===== config.mk =====
export PLATFORM = sky130hd
export DESIGN_NAME = vecirq_periph
export DESIGN_NICKNAME = d
export VERILOG_FILES = /design/src/rtl/vip_pkg.sv /design/src/rtl/vip_req_fsm.sv /design/src/rtl/vip_capture.sv /design/src/rtl/vip_bus_drv.sv /design/src/rtl/vecirq_periph.sv
export SDC_FILE = /design/constraint.sdc
export NUM_CORES = 1
export LEC_CHECK = 0
export BUFFER_PORTS_ARGS = -buffer_cell sky130_fd_sc_hd__buf_2
export CAP_MARGIN = 0
export CELL_PAD_IN_SITES_DETAIL_PLACEMENT = 0
export CELL_PAD_IN_SITES_GLOBAL_PLACEMENT = 2
export CORE_MARGIN = 5
export CORE_UTILIZATION = 23
export DETAILED_ROUTE_END_ITERATION = 10
export PLACE_DENSITY_LB_ADDON = 0.1
export REMOVE_ABC_BUFFERS = 1
export SLEW_MARGIN = 40
export SYNTH_ARGS = -nofsm -noshare
export SYNTH_HDL_FRONTEND = slang
export SYNTH_SLANG_ARGS = --single-unit

===== constraint.sdc =====
create_clock -name clk -period 1.1 [get_ports clk]
set_input_delay 0.055 -clock clk [delete_from_list [all_inputs] [get_ports clk]]
set_output_delay 0.055 -clock clk [all_outputs]
set_load 0.01 [all_outputs]

===== src/rtl/vip_pkg.sv =====
package vip_pkg;
    typedef enum logic {
        ST_IDLE = 1'b0,
        ST_PEND = 1'b1
    } req_state_t;

    localparam int STAT_OVR_BIT  = 0;
    localparam int STAT_PEND_BIT = 1;
endpackage


===== src/rtl/vip_req_fsm.sv =====
module vip_req_fsm
    import vip_pkg::*;
(
    input  logic clk,
    input  logic rst_n,
    input  logic din_stb,
    input  logic data_rd,
    output logic pending
);
    req_state_t state_q, state_d;

    always_ff @(posedge clk) begin
        if (!rst_n) state_q <= ST_IDLE;
        else        state_q <= state_d;
    end

    always_comb begin
        state_d = state_q;
        unique case (state_q)
            ST_IDLE: if (din_stb) state_d = ST_PEND;              // capture
            ST_PEND: begin
                if (din_stb)      state_d = ST_PEND;              // refill
                else if (data_rd) state_d = ST_IDLE;              // consume
            end
            default: state_d = ST_IDLE;
        endcase
    end

    always_comb begin
        pending = (state_q == ST_PEND);
    end


    strobe_raises_chk: assert property (@(posedge clk) disable iff (!rst_n)
        din_stb |=> pending);

    read_clears_chk: assert property (@(posedge clk) disable iff (!rst_n)
        (pending && data_rd && !din_stb) |=> !pending);
endmodule


===== src/rtl/vip_capture.sv =====
module vip_capture #(
    parameter int DATA_W = 8
) (
    input  logic              clk,
    input  logic              rst_n,
    input  logic [DATA_W-1:0] din,
    input  logic              din_stb,
    input  logic              pending,
    input  logic              data_rd,
    output logic [DATA_W-1:0] data_q,
    output logic              overrun_q
);
    always_ff @(posedge clk) begin
        if (!rst_n) begin
            data_q    <= '0;
            overrun_q <= 1'b0;
        end else begin
            if (din_stb) data_q <= din;
            if (din_stb && pending && !data_rd) overrun_q <= 1'b1;
        end
    end


    overrun_set_chk: assert property (@(posedge clk) disable iff (!rst_n)
        (din_stb && pending && !data_rd) |=> overrun_q);

    overrun_sticky_chk: assert property (@(posedge clk) disable iff (!rst_n)
        overrun_q |=> overrun_q);

    no_false_overrun_chk: assert property (@(posedge clk) disable iff (!rst_n)
        (!overrun_q && !(din_stb && pending)) |=> !overrun_q);
endmodule


===== src/rtl/vip_bus_drv.sv =====
module vip_bus_drv
    import vip_pkg::*;
#(
    parameter int                  DATA_W      = 8,
    parameter int                  ADDR_W      = 16,
    parameter logic [ADDR_W-1:0]   BASE_ADDR   = 16'h8000,
    parameter bit                  USE_INDEX   = 1'b0,
    parameter int                  VECTOR_ADDR = 16,
    parameter int                  IDX_W       = 4,
    parameter int                  TABLE_IDX   = 5
) (
    input  logic [ADDR_W-1:0] bus_addr,
    input  logic              bus_rd,
    input  logic              irq_ack,
    input  logic              pending,
    input  logic              overrun,
    input  logic [DATA_W-1:0] data_q,
    output logic [DATA_W-1:0] bus_rdata,
    output logic              bus_oe,
    output logic              data_rd
);
    localparam logic [ADDR_W-1:0] STAT_ADDR = BASE_ADDR + ADDR_W'(1);

    logic [DATA_W-1:0] vec_word;
    logic [DATA_W-1:0] stat_word;
    logic              vec_sel;
    logic              hit_data;
    logic              hit_stat;

    generate
        if (USE_INDEX) begin : g_index
            localparam logic [IDX_W-1:0] IDX_VAL = IDX_W'(TABLE_IDX);
            assign vec_word = {{(DATA_W-IDX_W){1'b0}}, IDX_VAL};
        end else begin : g_full
            assign vec_word = DATA_W'(VECTOR_ADDR);
        end
    endgenerate

    always_comb begin
        stat_word                = '0;
        stat_word[STAT_OVR_BIT]  = overrun;
        stat_word[STAT_PEND_BIT] = pending;
    end

    always_comb begin
        vec_sel  = irq_ack && pending;
        hit_data = bus_rd && (bus_addr == BASE_ADDR);
        hit_stat = bus_rd && (bus_addr == STAT_ADDR);
        data_rd  = hit_data && !vec_sel;
        bus_oe    = 1'b0;
        bus_rdata = '0;
        if (vec_sel) begin
            bus_oe    = 1'b1;
            bus_rdata = vec_word;
        end else if (hit_data) begin
            bus_oe    = 1'b1;
            bus_rdata = data_q;
        end else if (hit_stat) begin
            bus_oe    = 1'b1;
            bus_rdata = stat_word;
        end
    end


    quiet_bus_chk: assert final (bus_oe || bus_rdata == '0);
endmodule


===== src/rtl/vecirq_periph.sv =====
module vecirq_periph #(
    parameter int                DATA_W      = 8,
    parameter int                ADDR_W      = 16,
    parameter logic [ADDR_W-1:0] BASE_ADDR   = 16'h8000,
    parameter bit                USE_INDEX   = 1'b0,
    parameter int                VECTOR_ADDR = 16,
    parameter int                IDX_W       = 4,
    parameter int                TABLE_IDX   = 5
) (
    input  logic              clk,
    input  logic              rst_n,
    input  logic [DATA_W-1:0] din,
    input  logic              din_stb,
    input  logic [ADDR_W-1:0] bus_addr,
    input  logic              bus_rd,
    output logic [DATA_W-1:0] bus_rdata,
    output logic              bus_oe,
    output logic              irq_req,
    input  logic              irq_ack
);
    logic              pending;
    logic              data_rd;
    logic              overrun;
    logic [DATA_W-1:0] data_q;

    vip_req_fsm u_fsm (
        .clk     (clk),
        .rst_n   (rst_n),
        .din_stb (din_stb),
        .data_rd (data_rd),
        .pending (pending)
    );

    vip_capture #(.DATA_W(DATA_W)) u_cap (
        .clk       (clk),
        .rst_n     (rst_n),
        .din       (din),
        .din_stb   (din_stb),
        .pending   (pending),
        .data_rd   (data_rd),
        .data_q    (data_q),
        .overrun_q (overrun)
    );

    vip_bus_drv #(
        .DATA_W      (DATA_W),
        .ADDR_W      (ADDR_W),
        .BASE_ADDR   (BASE_ADDR),
        .USE_INDEX   (USE_INDEX),
        .VECTOR_ADDR (VECTOR_ADDR),
        .IDX_W       (IDX_W),
        .TABLE_IDX   (TABLE_IDX)
    ) u_bus (
        .bus_addr  (bus_addr),
        .bus_rd    (bus_rd),
        .irq_ack   (irq_ack),
        .pending   (pending),
        .overrun   (overrun),
        .data_q    (data_q),
        .bus_rdata (bus_rdata),
        .bus_oe    (bus_oe),
        .data_rd   (data_rd)
    );

    assign irq_req = pending;


    ack_drives_chk: assert property (@(posedge clk) disable iff (!rst_n)
        (irq_ack && irq_req) |-> bus_oe);

    ack_idle_chk: assert property (@(posedge clk) disable iff (!rst_n)
        (irq_ack && !irq_req && !bus_rd) |-> !bus_oe);

    ack_keeps_req_chk: assert property (@(posedge clk) disable iff (!rst_n)
        (irq_ack && irq_req) |=> irq_req);

    read_back_chk: assert property (@(posedge clk) disable iff (!rst_n)
        din_stb |=> ((bus_rd && bus_addr == BASE_ADDR && !irq_ack) -> (bus_rdata == $past(din))));
endmodule


==> flow_summary.json <==
{
  "cts_buffers": 3,
  "grt_max_degree": 13,
  "tightest_slew_ns": 0.333,
  "whs_endpoint": "u_cap.data_q[4]$_SDFFE_PN0P_",
  "cp.arrival_ns": 1.20,
  "cts_buffer_depth": 2,
  "cts_tree": "built",
  "timing.rr.end": "u_cap.overrun_q$_SDFFE_PN0P_",
  "placed_area_um2": 873,
  "wl_per_cell_um": 13.5,
  "die_y_um": 62.8,
  "syn_avg_cell_area_um2": 11.1,
  "finalHoldViolCount": 0,
  "period_needed_ns": 1.26,
  "hold_start": "din[4]",
  "postSynthCellCount": 58,
  "ir_drop_mv": 0.560,
  "syn_area_um2": 642,
  "hpwl_mm": 1.40,
  "crit_type": "flip-flop to primary output",
  "die_area_um2": 3950,
  "track_usage": 0.0907,
  "setup_tns_ns": -0.984,
  "rr_worst_depth": 2,
  "grt_pass1_wl_mm": 2.82,
  "grt_overflow": 0,
  "ys_types": 20,
  "design_area_um2": 960,
  "die_x_um": 62.8,
  "ios": 39,
  "fmax_mhz": 795,
  "layout_commonest_cell": "buf_2",
  "ys_warn_count": 0,
  "violations": "negative setup slack",
  "cellLeakagePower_uw": 0.000415,
  "timing.final.ws_setup_ns": -0.157,
  "maxCapViolCount": 0,
  "first_pass_iters": 4,
  "detail-route-antenna-nets": 0,
  "hold_path_depth": 3,
  "initial_core_util": 0.237,
  "drive_gt1_frac": 0.602,
  "post-route-period-util": 1.14,
  "r2r-start": "u_cap.overrun_q$_SDFFE_PN0P_",
  "clkLatencyLatePin_ns": 0.26,
  "finClkSkew_ns": 0.0000546,
  "required_ns": 1.04,
  "critPathCaptureType": "primary output",
  "antenna_found_initial": 0,
  "root_buffer": "clkbuf_4",
  "syn2layout_area_growth_pct": 49.5,
  "place.gp.congestion": 0.639,
  "cp-start-kind": "flip-flop",
  "layout_common_cells": "buf_2 (32), mux2i_1 (10), dfxtp_1 (9), nor2b_1 (8), buf_6 (6)",
  "routed_wl_mm": 1.75,
  "clkTransAtPathRegs_ns": 0.07,
  "fillCellCount": 292,
  "r2r_slack_ns": 0.33,
  "hold_path_class": "input port to flip-flop",
  "io_buffers": 38,
  "rsz0062_at_grt": "yes",
  "max_slew_margin": 0.777,
  "final_cells": 129,
  "dp.cells": 126,
  "cts.sinks": 10,
  "core_area_um2": 2710,
  "power_density_nw_per_um2": 872,
  "vias": 586,
  "drt-initial-drc-count": 6,
  "antenna_cells": 0,
  "avgViaCountPerCell": 4.54,
  "drc": 0,
  "power_uw": 837,
  "cp_max_fo": 7,
  "outcome": "finished with violations",
  "rows": 19,
  "ys_ff_latch": 10,
  "dp_slack_ns": -0.158,
  "finalMaxSlewViolations": 0,
  "h-tree-depth": 1,
  "ys_seq_area_frac": 0.312,
  "first_global_vias": 621,
  "setup_viol": 8,
  "fin_nets": 129
}
worst max-delay path by stage:
stage,from,to,slack (ns)
after global placement,bus_addr[6],bus_rdata[3],-0.15
after floorplan,u_fsm.pending$_SDFF_PN0_,bus_rdata[2],0.07
after detailed placement,bus_addr[6],bus_rdata[3],-0.16
after CTS,bus_addr[14],bus_rdata[3],-0.15
final,u_fsm.pending$_SDFF_PN0_,bus_rdata[7],-0.16
after global routing,u_fsm.pending$_SDFF_PN0_,bus_rdata[5],-0.21
sequential cells by signal, summed over array words and instances (netlist names):
register,cells
u_cap.overrun_q,1
u_cap.data_q,8
u_fsm.pending,1
cell families after synthesis:
| logic type | synth area share |
|---|---|
| flip-flops | 0.312 |
| AO/OA/AOI/OAI | 0.0741 |
| AND/OR/NAND/NOR | 0.433 |
| multiplexers | 0.156 |
| buffers and inverters | 0.0253 |
report_power, final:
group	internal [uW]	switching (uW)
Sequential	384	10.9
Clock	126	127
Combinational	105	83.9
synthesized netlist by cell type:
library cell  number  area [um2]
dfxtp_1           10         200
mux2i_1           10         100
nor2b_1            8        50.1
nor4b_2            6        90.1
nor3_1             3        15.0
a211oi_1           2        15.0
a21oi_1            2        10.0
clkbuf_1           2        7.51
nand2_1            2        7.51
nor4_4             2        42.5
o21ai_0            2        10.0
and2_1             1        6.26
and4_2             1        10.0
buf_2              1        5.00
inv_1              1        3.75
nand2b_2           1        8.76
nand3_4            1        17.5
nand4_1            1        6.26
nor4b_4            1        23.8
o31ai_2            1        12.5
stage by stage:
stage,hold slack [ns],util
global route,0.0619,0.354
global placement,0.316,0.322
floorplan,0.183,-
finish,0.0455,0.354
detailed placement,0.323,0.322
CTS,0.0421,0.345
worst max-delay path, stage by stage, from the launching register on:
cell     delay [ns]
dfxtp_2        0.32
and2_4         0.18
nor4b_2        0.27
buf_2          0.17
cell type report:
cell class / instances / area [um2] / area share
Clock buffer: 3 / 22.5 / 0.0235
Sequential cell: 10 / 201 / 0.210
Inverter: 1 / 3.75 / 0.00391
Timing Repair Buffer: 40 / 243 / 0.253
Tap cell: 31 / 38.8 / 0.0404
Multi-Input combinational cell: 44 / 450 / 0.469
layer usage:
layer  global-route usage  up-vias  share of wire
met4               0.0318        0         0.0097
met1                0.108      264           0.43
li1                     -      300              -
met2                0.141       20           0.48
met5                    0        -              0
met3               0.0432        2          0.080
timing repair:
| item | in CTS | in global routing |
|---|---|---|
| hold buffers | 0 | 0 |
| resized for setup | 8 | 4 |
| setup endpoints to repair | 8 | 9 |
| pin swaps | 10 | 7 |
| setup buffers | 0 | 0 |
No activity file was read; power rests on OpenSTA's default activity.
